`config.mk`:
```
export PLATFORM = sky130hd
export DESIGN_NAME = frame_burst_reader
export DESIGN_NICKNAME = d
export VERILOG_FILES = /design/src/rtl/fbr_pkg.sv /design/src/rtl/fbr_fifo.sv /design/src/rtl/fbr_burst_ctrl.sv /design/src/rtl/frame_burst_reader.sv
export SDC_FILE = /design/constraint.sdc
export NUM_CORES = 2
export LEC_CHECK = 0
export ABC_AREA = 0
export CAP_MARGIN = 40
export CORE_UTILIZATION = 25
export CTS_BUF_LIST = sky130_fd_sc_hd__clkbuf_8 sky130_fd_sc_hd__clkbuf_16
export DETAILED_ROUTE_END_ITERATION = 16
export PLACE_DENSITY = 0.42
export SYNTH_ARGS = -nofsm -noshare
export SYNTH_HDL_FRONTEND = slang
export SYNTH_SLANG_ARGS = --single-unit
```
`constraint.sdc`:
```
create_clock -name clk -period 6.1 [get_ports clk]
set_input_delay 0.915 -clock clk [delete_from_list [all_inputs] [get_ports clk]]
set_output_delay 0.915 -clock clk [all_outputs]
set_load 0.02 [all_outputs]
```
`src/rtl/fbr_pkg.sv`:
```
package fbr_pkg;
  typedef enum logic {FBR_IDLE = 1'b0, FBR_RUN = 1'b1} fbr_state_e;

  function automatic int clip_len(int left, int target);
    return (left < target) ? left : target;
  endfunction
endpackage

```
`src/rtl/fbr_fifo.sv`:
```
module fbr_fifo #(
  parameter int WIDTH = 64,
  parameter int DEPTH = 64,
  localparam int PW = (DEPTH > 1) ? $clog2(DEPTH) : 1,
  localparam int CW = $clog2(DEPTH + 1)
) (
  input  logic             clk,
  input  logic             rst,
  input  logic             wr_en,
  input  logic [WIDTH-1:0] wr_data,
  output logic [WIDTH-1:0] rd_data,
  output logic             rd_valid,
  input  logic             rd_ready,
  output logic [CW-1:0]    level
);
  logic [WIDTH-1:0] mem [DEPTH];
  logic [PW-1:0]    wr_ptr, rd_ptr;
  logic             pop;

  assign pop      = rd_valid && rd_ready;
  assign rd_valid = (level != '0);
  assign rd_data  = mem[rd_ptr];

  always_ff @(posedge clk) begin
    if (wr_en) mem[wr_ptr] <= wr_data;
  end

  always_ff @(posedge clk or posedge rst) begin
    if (rst) begin
      wr_ptr <= '0;
      rd_ptr <= '0;
      level  <= '0;
    end else begin
      if (wr_en) wr_ptr <= (wr_ptr == PW'(DEPTH - 1)) ? '0 : wr_ptr + 1'b1;
      if (pop)   rd_ptr <= (rd_ptr == PW'(DEPTH - 1)) ? '0 : rd_ptr + 1'b1;
      level <= CW'(int'(level) + (wr_en ? 1 : 0) - (pop ? 1 : 0));
    end
  end

  p_no_overflow_r4: assert property (@(posedge clk) disable iff (rst)
    wr_en |-> (int'(level) < DEPTH));

  p_hold_out_r7: assert property (@(posedge clk) disable iff (rst)
    (rd_valid && !rd_ready) |=> (rd_valid && $stable(rd_data)));
endmodule

```
`src/rtl/fbr_burst_ctrl.sv`:
```
module fbr_burst_ctrl
  import fbr_pkg::*;
#(
  parameter int ADDR_W     = 32,
  parameter int CNT_W      = 24,
  parameter int BURST_MAX  = 32,
  parameter int FIFO_DEPTH = 64,
  parameter int BYTES      = 8,
  localparam int BC_W = $clog2(BURST_MAX + 1),
  localparam int LW   = $clog2(FIFO_DEPTH + 1)
) (
  input  logic              clk,
  input  logic              rst,
  input  logic              start,
  input  logic [ADDR_W-1:0] start_addr,
  input  logic [CNT_W-1:0]  word_count,
  input  logic [LW-1:0]     fifo_level,
  input  logic              mm_waitrequest,
  input  logic              mm_readdatavalid,
  output logic              mm_read,
  output logic [ADDR_W-1:0] mm_address,
  output logic [BC_W-1:0]   mm_burstcount,
  output logic              push,
  output logic              busy,
  output logic              frame_done
);
  fbr_state_e        state;
  logic [ADDR_W-1:0] next_addr;
  logic [CNT_W-1:0]  req_left, rx_left;
  logic [LW-1:0]     outst;
  logic [BC_W-1:0]   len;
  logic              accepted, can_issue;

  assign busy     = (state == FBR_RUN);
  assign accepted = mm_read && !mm_waitrequest;
  assign push     = busy && mm_readdatavalid && (rx_left != '0);

  always_comb begin
    len       = BC_W'(clip_len(int'(req_left), BURST_MAX));
    can_issue = busy && !mm_read && (req_left != '0) &&
                ((FIFO_DEPTH - int'(fifo_level) - int'(outst)) >= int'(len));
  end

  always_ff @(posedge clk or posedge rst) begin
    if (rst) begin
      state         <= FBR_IDLE;
      next_addr     <= '0;
      req_left      <= '0;
      rx_left       <= '0;
      outst         <= '0;
      mm_read       <= 1'b0;
      mm_address    <= '0;
      mm_burstcount <= '0;
      frame_done    <= 1'b0;
    end else begin
      frame_done <= 1'b0;
      if (!busy) begin
        if (start) begin
          next_addr <= start_addr;
          req_left  <= word_count;
          rx_left   <= word_count;
          outst     <= '0;
          if (word_count == '0) frame_done <= 1'b1;
          else                  state      <= FBR_RUN;
        end
      end else begin
        if (accepted) mm_read <= 1'b0;
        if (can_issue) begin
          mm_read       <= 1'b1;
          mm_address    <= next_addr;
          mm_burstcount <= len;
          next_addr     <= next_addr + ADDR_W'(len) * ADDR_W'(BYTES);
          req_left      <= req_left - CNT_W'(len);
        end
        outst <= LW'(int'(outst) + (accepted ? int'(mm_burstcount) : 0) - (push ? 1 : 0));
        if (push) begin
          rx_left <= rx_left - 1'b1;
          if (rx_left == CNT_W'(1)) begin
            state      <= FBR_IDLE;
            frame_done <= 1'b1;
          end
        end
      end
    end
  end

  p_hold_req_r5: assert property (@(posedge clk) disable iff (rst)
    (mm_read && mm_waitrequest) |=> (mm_read && $stable(mm_address) && $stable(mm_burstcount)));

  p_burst_len_r3: assert property (@(posedge clk) disable iff (rst)
    mm_read |-> (mm_burstcount != '0 && int'(mm_burstcount) <= BURST_MAX));

  p_space_r4: assert property (@(posedge clk) disable iff (rst)
    $rose(mm_read) |-> (int'(fifo_level) + int'(outst) + int'(mm_burstcount) <= FIFO_DEPTH));

  p_done_idle_r8: assert property (@(posedge clk) disable iff (rst)
    frame_done |-> !busy);

  p_idle_no_req_r10: assert property (@(posedge clk) disable iff (rst)
    !busy |-> !mm_read);
endmodule

```
`src/rtl/frame_burst_reader.sv`:
```
module frame_burst_reader #(
  parameter int WORD_W     = 64,
  parameter int ADDR_W     = 32,
  parameter int CNT_W      = 24,
  parameter int BURST_MAX  = 32,
  parameter int FIFO_DEPTH = 64,
  localparam int BYTES = WORD_W / 8,
  localparam int BC_W  = $clog2(BURST_MAX + 1),
  localparam int LW    = $clog2(FIFO_DEPTH + 1)
) (
  input  logic              clk,
  input  logic              rst,
  input  logic              start,
  input  logic [ADDR_W-1:0] start_addr,
  input  logic [CNT_W-1:0]  word_count,
  output logic              busy,
  output logic              frame_done,
  output logic [ADDR_W-1:0] mm_address,
  output logic [BC_W-1:0]   mm_burstcount,
  output logic              mm_read,
  input  logic              mm_waitrequest,
  input  logic [WORD_W-1:0] mm_readdata,
  input  logic              mm_readdatavalid,
  output logic [WORD_W-1:0] out_data,
  output logic              out_valid,
  input  logic              out_ready
);
  logic [LW-1:0] level;
  logic          push;

  fbr_burst_ctrl #(
    .ADDR_W(ADDR_W), .CNT_W(CNT_W), .BURST_MAX(BURST_MAX),
    .FIFO_DEPTH(FIFO_DEPTH), .BYTES(BYTES)
  ) u_ctrl (
    .clk(clk), .rst(rst), .start(start), .start_addr(start_addr),
    .word_count(word_count), .fifo_level(level),
    .mm_waitrequest(mm_waitrequest), .mm_readdatavalid(mm_readdatavalid),
    .mm_read(mm_read), .mm_address(mm_address), .mm_burstcount(mm_burstcount),
    .push(push), .busy(busy), .frame_done(frame_done)
  );

  fbr_fifo #(.WIDTH(WORD_W), .DEPTH(FIFO_DEPTH)) u_fifo (
    .clk(clk), .rst(rst), .wr_en(push), .wr_data(mm_readdata),
    .rd_data(out_data), .rd_valid(out_valid), .rd_ready(out_ready),
    .level(level)
  );
endmodule

```
# Yosys cells after proc, flatten, opt, wreduce, memory -nomap -nowiden
# Memory sizes are Yosys's and may differ from the RTL's.
# Index checks and enable logic that the tools add are counted.
word_totals:
  regBits: 147
  word_cells: 80
  memories: 1
  ramBits: 4096
memory_table:
  columns: ["memory", "depth", "width", "read_ports", "rd_clocked_by_memory_dff", "wr", "line_no", "text"]
  rows:
  - ["u_fifo.mem", 64, 64, 1, 0, 1, "fbr_fifo.sv:16", "logic [WIDTH-1:0] mem [DEPTH];"]
op_classes:
  mux: 30
  reduce_logical: 19
  add_sub_neg: 11
  magnitude_cmp: 2
  n_eq_ne: 5
ops:
  columns: ["operator", "count"]
  rows:
  - ["24-bit 2-to-1 mux", 5]
  - ["32-bit 2-to-1 mux", 3]
  - ["24-bit nonzero test", 2]
  - ["32-bit by 9-bit adder with 32-bit output", 1]
  - ["32-bit by 7-bit greater-or-equal comparator with 1-bit output", 1]
  - ["32-bit by 8-bit subtractor with 32-bit output", 1]
  - ["24-bit by 1-bit == test with 1-bit output (second input constant)", 1]
  - ["24-bit logical NOT", 1]
  - ["24-bit by 6-bit < comparator with 1-bit output (second input constant)", 1]
  - ["6-bit 2-to-1 mux", 4]
  - ["24-bit by 1-bit subtractor with 24-bit output (second input constant)", 1]
  - ["24-bit by 6-bit subtractor with 24-bit output", 1]
  - ["1-bit 2-to-1 mux", 16]
  - ["7-bit 2-to-1 mux", 2]
  - ["7-bit subtractor", 2]
  - ["6-bit by 1-bit adder with 6-bit output (second input constant)", 2]
  - ["6-bit == test (second input constant)", 2]
  - ["2-bit AND reduction", 4]
  - ["7-bit by 7-bit subtractor with 8-bit output (first input constant)", 1]
  - ["7-bit by 1-bit adder with 7-bit output", 1]
  - ["7-bit adder", 1]
  - ["1-bit logical AND", 7]
  - ["7-bit nonzero test", 1]
  - ["2-bit nonzero test", 2]
  - ["other kinds (3)", 4]

# Depth between registers and ports, before layout
depth:
  depth_word: 6
  mapped_depth: 22
  mapped_depth_nobuf: 18

# Cells and area by module
# From an unflattened synthesis, not the netlist that was laid out.
hier_totals:
  cells_unflattened: 7707
  area_unflattened_um2: 164716.7
modules_own_cells:
  columns: ["module", "instances", "cells_per_inst", "area_each_um2"]
  rows:
  - ["fbr_fifo", 1, 6763, 156635.2]
  - ["fbr_burst_ctrl", 1, 944, 8081.5]

# Least setup slack after synthesis
# Ideal clock, no wire load.
synth_path:
  path_type: "register -> register"
  start: "register u_ctrl.rx_left[4]"
  end: "memory u_fifo.mem[38][0], enable pin"
  setup_slack_ps: 1244
  setup_ps: 487
  path_stages_with_launch: 10
  t_arrival_ps: 4369
  synth_period_minus_slack_ps: 4856
  cell_sequence: "dfrtp_1 > or3_1 > or4_1 > nand2b_1 > nor4b_4 > a21o_4 > inv_2 > buf_6 > nand4b_2 > nor2_1"
synth_via:
  elab_chain_len: 4
synth_rtl:
  columns: ["item", "line_no", "text"]
  rows:
  - ["start, declared", "fbr_burst_ctrl.sv:29", "logic [CNT_W-1:0] req_left, rx_left;"]
  - ["start signal, assigned", "fbr_burst_ctrl.sv:61", "rx_left <= word_count;"]
  - ["start signal, assigned", "fbr_burst_ctrl.sv:77", "rx_left <= rx_left - 1'b1;"]
  - ["24-bit nonzero test", "fbr_burst_ctrl.sv:36", "assign push = busy && mm_readdatavalid && (rx_left != '0);"]
  - ["1-bit logical AND", "fbr_burst_ctrl.sv:36", null]
  - ["named net push", "frame_burst_reader.sv:29", "logic push;"]
  - ["1-bit 2-to-1 mux", "fbr_fifo.sv:25", "if (wr_en) mem[wr_ptr] <= wr_data;"]
  - ["1-bit 2-to-1 mux (implied by the code)", "fbr_fifo.sv:25", null]
  - ["end, declared", "fbr_fifo.sv:16", null]
# The timed path passes the listed nets, and every way through them passes these cells.

# Final worst setup path
layout_path:
  start: "register u_fifo.rd_ptr[1]"
  end: "output port out_data[20]"
layout_via:
  elab_chain_len: 1
layout_rtl:
  columns: ["item", "line_no", "text"]
  rows:
  - ["start, declared", "fbr_fifo.sv:17", "logic [PW-1:0] wr_ptr, rd_ptr;"]
  - ["start signal, assigned", "fbr_fifo.sv:35", "if (pop) rd_ptr <= (rd_ptr == PW'(DEPTH - 1)) ? '0 : rd_ptr + 1'b1;"]
  - ["memory 64 x 64 bit", null, null]
  - ["end, declared", "frame_burst_reader.sv:24", "output logic [WORD_W-1:0] out_data,"]
# No other way between the ends.

==> summary.txt <==
Power and ir drop
  • Static leakage power: roughly 61 nW
  • Total power divided by cell area: between 400 and 500 nW/um^2
  • Worst IR drop on VDD: 270 uV
  • Sum of internal, switching and leakage power: 83.6 mW

Detailed routing
  • DRC Markers: 0
  • Vias after detailed routing: 78800
  • Drt initial violations: ~8500
  • Via/cell ratio: 4.71
  • Total iterations of the first detailed-routing run: 7
  • Wire length after detailed routing: ~520000 um
  • Routed length per instance: 31.1 um
  • Antenna Nets Post-Route: 0

GRT
  • Tot GR Track Use: 0.154
  • Pin count of the biggest net entering global routing: 93
  • Total gr overflow: 0
  • Number of global-route vias before repair: roughly 80000
  • Number of antenna violations at the first check in global routing: 51
  • First-pass GRT wire length: slightly above 700000 um

Die
  • CORE AREA: 654000 um^2
  • Starting density of the core: 0.251
  • Die width: approximately 810 um
  • Die height: just over 800 um
  • Site Rows: approximately 300
  • Top Ports: approximately 230
  • Die area: between 600000 and 700000 um^2

Timing
  • Post-route clock skew: around 110 ps
  • Number of setup violations in the final report: 0
  • RSZ-0062 raised after global routing: no
  • Final period demand of the worst path: approximately 5800 ps
  • Remaining max-slew budget at the tightest pin: 0.375
  • Number of endpoints with negative hold slack in the final report: 0
  • Final Max Tran Viols: 0
  • Maximum clock frequency: ~0.17 GHz
  • Post-route clock period utilization: 0.951
  • Setup TNS: 0 ps
  • Hold_ws: about 110 ps
  • Measured slew at the worst slew-check pin: approximately 940 ps

Clocking
  • CTS tree: done
  • Clock slew at reported path FFs: around 60 ps
  • Library cell used as clock root buffer: clkbuf_16
  • Inserted Clock Buffers: 466
  • Clock Sink Count: 4243
  • Clock latency reported for the late side of the worst-skew pair: approximately 1000 ps
  • Number of levels in the clock H-tree: 5
  • Number of buffers on the longest clock path: 4

Synth
  • Largest family of logic cells by synthesized area: multiplexers
  • Share of synthesized cell area in full adder, half adder and majority cells: 0.00499
  • Synthesized area per cell: about 24 um^2
  • Post-Synthesis Net Count: between 7000 and 8000
  • Area share of and/or/nand/nor cells after synthesis: 0.0142
  • Post-synth EDFFs: 4096
  • FFs w/ async S/R, synth: 0.0346
  • Dominant register cell in the synthesized netlist: edfxtp_1
  • Area share of the largest cell type after synthesis: 0.750
  • Cell area after synthesis: 164000 um^2
  • Seq/Total Area, Yosys: 0.772
  • Warnings from Yosys: 0
  • Dominant cell type by area after synthesis: edfxtp_1
  • Number of distinct library cells after synthesis: 81
  • Post-synthesis instance total: between 6000 and 7000
  • Synthesized flop and latch total: approximately 4200
  • Fraction of the mapped netlist area in compound gates: 0.0121
  • Xor and xnor fraction of the mapped netlist area: 0.00155
  • Multiplexer share of the synthesized area: 0.185
  • Largest cells by area after synthesis: edfxtp_1 75%, mux4_2 18%, dfrtp_1 2.2%

Layout
  • Layout-stage area growth over the synthesis result: 20.0%
  • Fraction of layout cells with a size suffix above 1: 0.318
  • Cell area after layout: 197000 um^2
  • Total Nets Final: 7825
  • Filler Cell Count: ~63000

Critical path
  • Sort of element at the end of the critical path: output pin
  • CP startpoint kind: flop
  • Buffers & Inverters on Critical Path: 3
  • Master of the slowest instance on the critical path: dfrtp_4
  • Required time worst endpoint: just over 5000 ps
  • Maximum fanout along the worst path: 74
  • Most prevalent standard cell on the critical path: mux4_2
  • R2R cell count: 19
  • Cell family with the largest share of critical-path delay: multiplexers
  • Category of the most critical setup path: flop to output pin
  • Highest cell delay on the worst timing path: between 900 and 1000 ps
  • Worst endpoint data arrival time: slightly below 5000 ps
  • Cell Chain, Critical Path: buf_4 -> buf_12 -> mux4_2 -> mux4_2 -> mux4_2 -> clkdlybuf4s50_1
  • Path length in cells of the critical path: 6

Worst hold path
  • Worst min path class: primary input to flop
  • Number of cells on the worst hold path: 1

Place
  • Instance area after placement: ~180000 um^2
  • Weighted congestion at the end of routability-driven global placement: roughly 0.75
  • Count of input and output buffers: around 230
  • Final HPWL from detailed placement: 286000 um

Run status
  • Status: finished clean

Job
  • Max-capacitance violation count: 0
==> worst reg2reg max path: stages, from the launching register on <==
cell	delay (ps)
dfrtp_1	420
inv_1	120
ha_1	170
nor2b_1	200
xnor2_1	150
ha_1	310
o21ai_0	240
nor2_1	90
o31ai_1	550
nand3b_1	220
ha_1	350
nor4b_1	320
and4b_1	230
nand4_1	140
nor3_1	180
and3_1	180
buf_4	220
or2_2	650
nor3_1	110
o311ai_0	330
==> cells by family (layout without fill, tap and decap cells) <==
group | count (synthesis) | count (layout)
AOI/OAI and AO/OA | 301 | 301
xor gates and xnor gates | 29 | 29
adders and majority gates | 63 | 63
buffers and inverters | 422 | 1541
DFF | 4243 | 4243
muxes | 1350 | 1350
other | 1 | 21
and+or+nand+nor | 501 | 501
==> power breakdown <==
group | total [mW] | leakage, nW | switching, mW | internal (mW)
Clock | 27.4 | 7.65 | 12.0 | 15.4
Combinational | 22.3 | 14.5 | 12.2 | 10.1
Sequential | 34.0 | 38.6 | 0.876 | 33.1
==> sequential cells by signal (all words and copies together), names as in the netlist <==
name,cells
u_ctrl.mm_burstcount,6
u_fifo.mem,4096
u_ctrl.mm_address,32
u_ctrl.busy,1
u_ctrl.outst,7
u_fifo.wr_ptr,6
u_fifo.level,7
u_fifo.rd_ptr,6
u_ctrl.next_addr,32
u_ctrl.mm_read,1
u_ctrl.frame_done,1
u_ctrl.rx_left,24
u_ctrl.req_left,24
==> timing repair <==
action                                  in CTS  in global routing
gates resized for setup                      0                  0
endpoints found under the hold margin        1                  0
setup buffers                                0                  0
hold buffers                                 1                  0
endpoints found under the setup margin       0                  0
==> cell usage after synthesis, types with 21 or more instances <==
| cell | number |
|---|---|
| edfxtp_1 | 4096 |
| mux4_2 | 1344 |
| clkbuf_1 | 252 |
| nand2_1 | 200 |
| nor2_1 | 148 |
| dfrtp_1 | 147 |
| buf_1 | 103 |
| a21oi_1 | 77 |
| ha_1 | 59 |
| o21ai_0 | 58 |
| inv_1 | 53 |
| nor3_1 | 25 |
| nand3_1 | 23 |
| a31oi_1 | 21 |
==> path summary, 6_finish.rpt <==
kind / startpoint / end / slack [ps]
max: u_fifo.rd_ptr[1] / out_data[20] / 300
min: mm_readdata[33] / u_fifo.mem[4][33] / 110
max reg2reg: u_fifo.level[1] / u_ctrl.next_addr[13] / 820
min reg2reg: u_ctrl.mm_address[14] / u_ctrl.mm_address[14] / 490
max in group asynchronous: rst / u_fifo.rd_ptr[0] / 4570
min in group asynchronous: rst / u_ctrl.mm_address[27] / 370
==> metal layers <==
layer / share of wire / global-route usage / vias up
met2: 0.49 / 0.256 / 2210
met5: 0.000094 / 0 / -
met3: 0.045 / 0.0184 / 659
met1: 0.45 / 0.217 / 44600
li1: - / - / 31300
met4: 0.024 / 0.0342 / 8
==> cell usage in the layout, fill, tap and decap left out, types with 10 or more instances in the layout <==
master	instances
edfxtp_1	4096
mux4_2	1344
clkbuf_16	467
nand2_1	200
buf_12	191
buf_4	170
clkdlybuf4s50_1	167
inv_1	162
dfrtp_1	140
clkinv_1	108
clkinv_2	83
nor2_1	82
a21oi_1	77
nor2_4	65
buf_2	64
ha_1	59
o21ai_0	58
bufinv_16	34
buf_16	25
nor3_1	24
nand3_1	23
a31oi_1	21
diode_2	20
clkinvlp_4	18
xnor2_1	16
o31ai_1	15
o22a_1	15
clkinv_16	14
xor2_1	13
o21a_1	11
a21o_1	11
a22oi_1	11
or3_1	10
nor4_1	10
==> cell type report <==
type / instances / area [um^2] / share of cell area
multi-input combinational: 2245 / 36200 / 0.184
inverter: 56 / 215 / 0.00109
clock inverter: 385 / 3040 / 0.0155
clock buffer: 476 / 11800 / 0.0600
sequential: 4243 / 127000 / 0.644
tap: 8671 / 10800 / 0.0551
antenna: 20 / 50.0 / 0.000254
timing repair buffer: 624 / 7880 / 0.0400
==> per-stage QoR <==
| step | setup slack [ps] | std cells | util |
|---|---|---|---|
| 6_report | 298 | 16700 | 0.301 |
| 5_1_grt | 83.4 | 16700 | 0.301 |
| 4_1_cts | 49.5 | 16700 | 0.300 |
| 3_5_place_dp | 885 | 15800 | 0.278 |
| 3_3_place_gp | 834 | 15700 | 0.275 |
| 2_1_floorplan | 1230 | 6910 | - |
No activity file was read; power rests on OpenSTA's default activity.
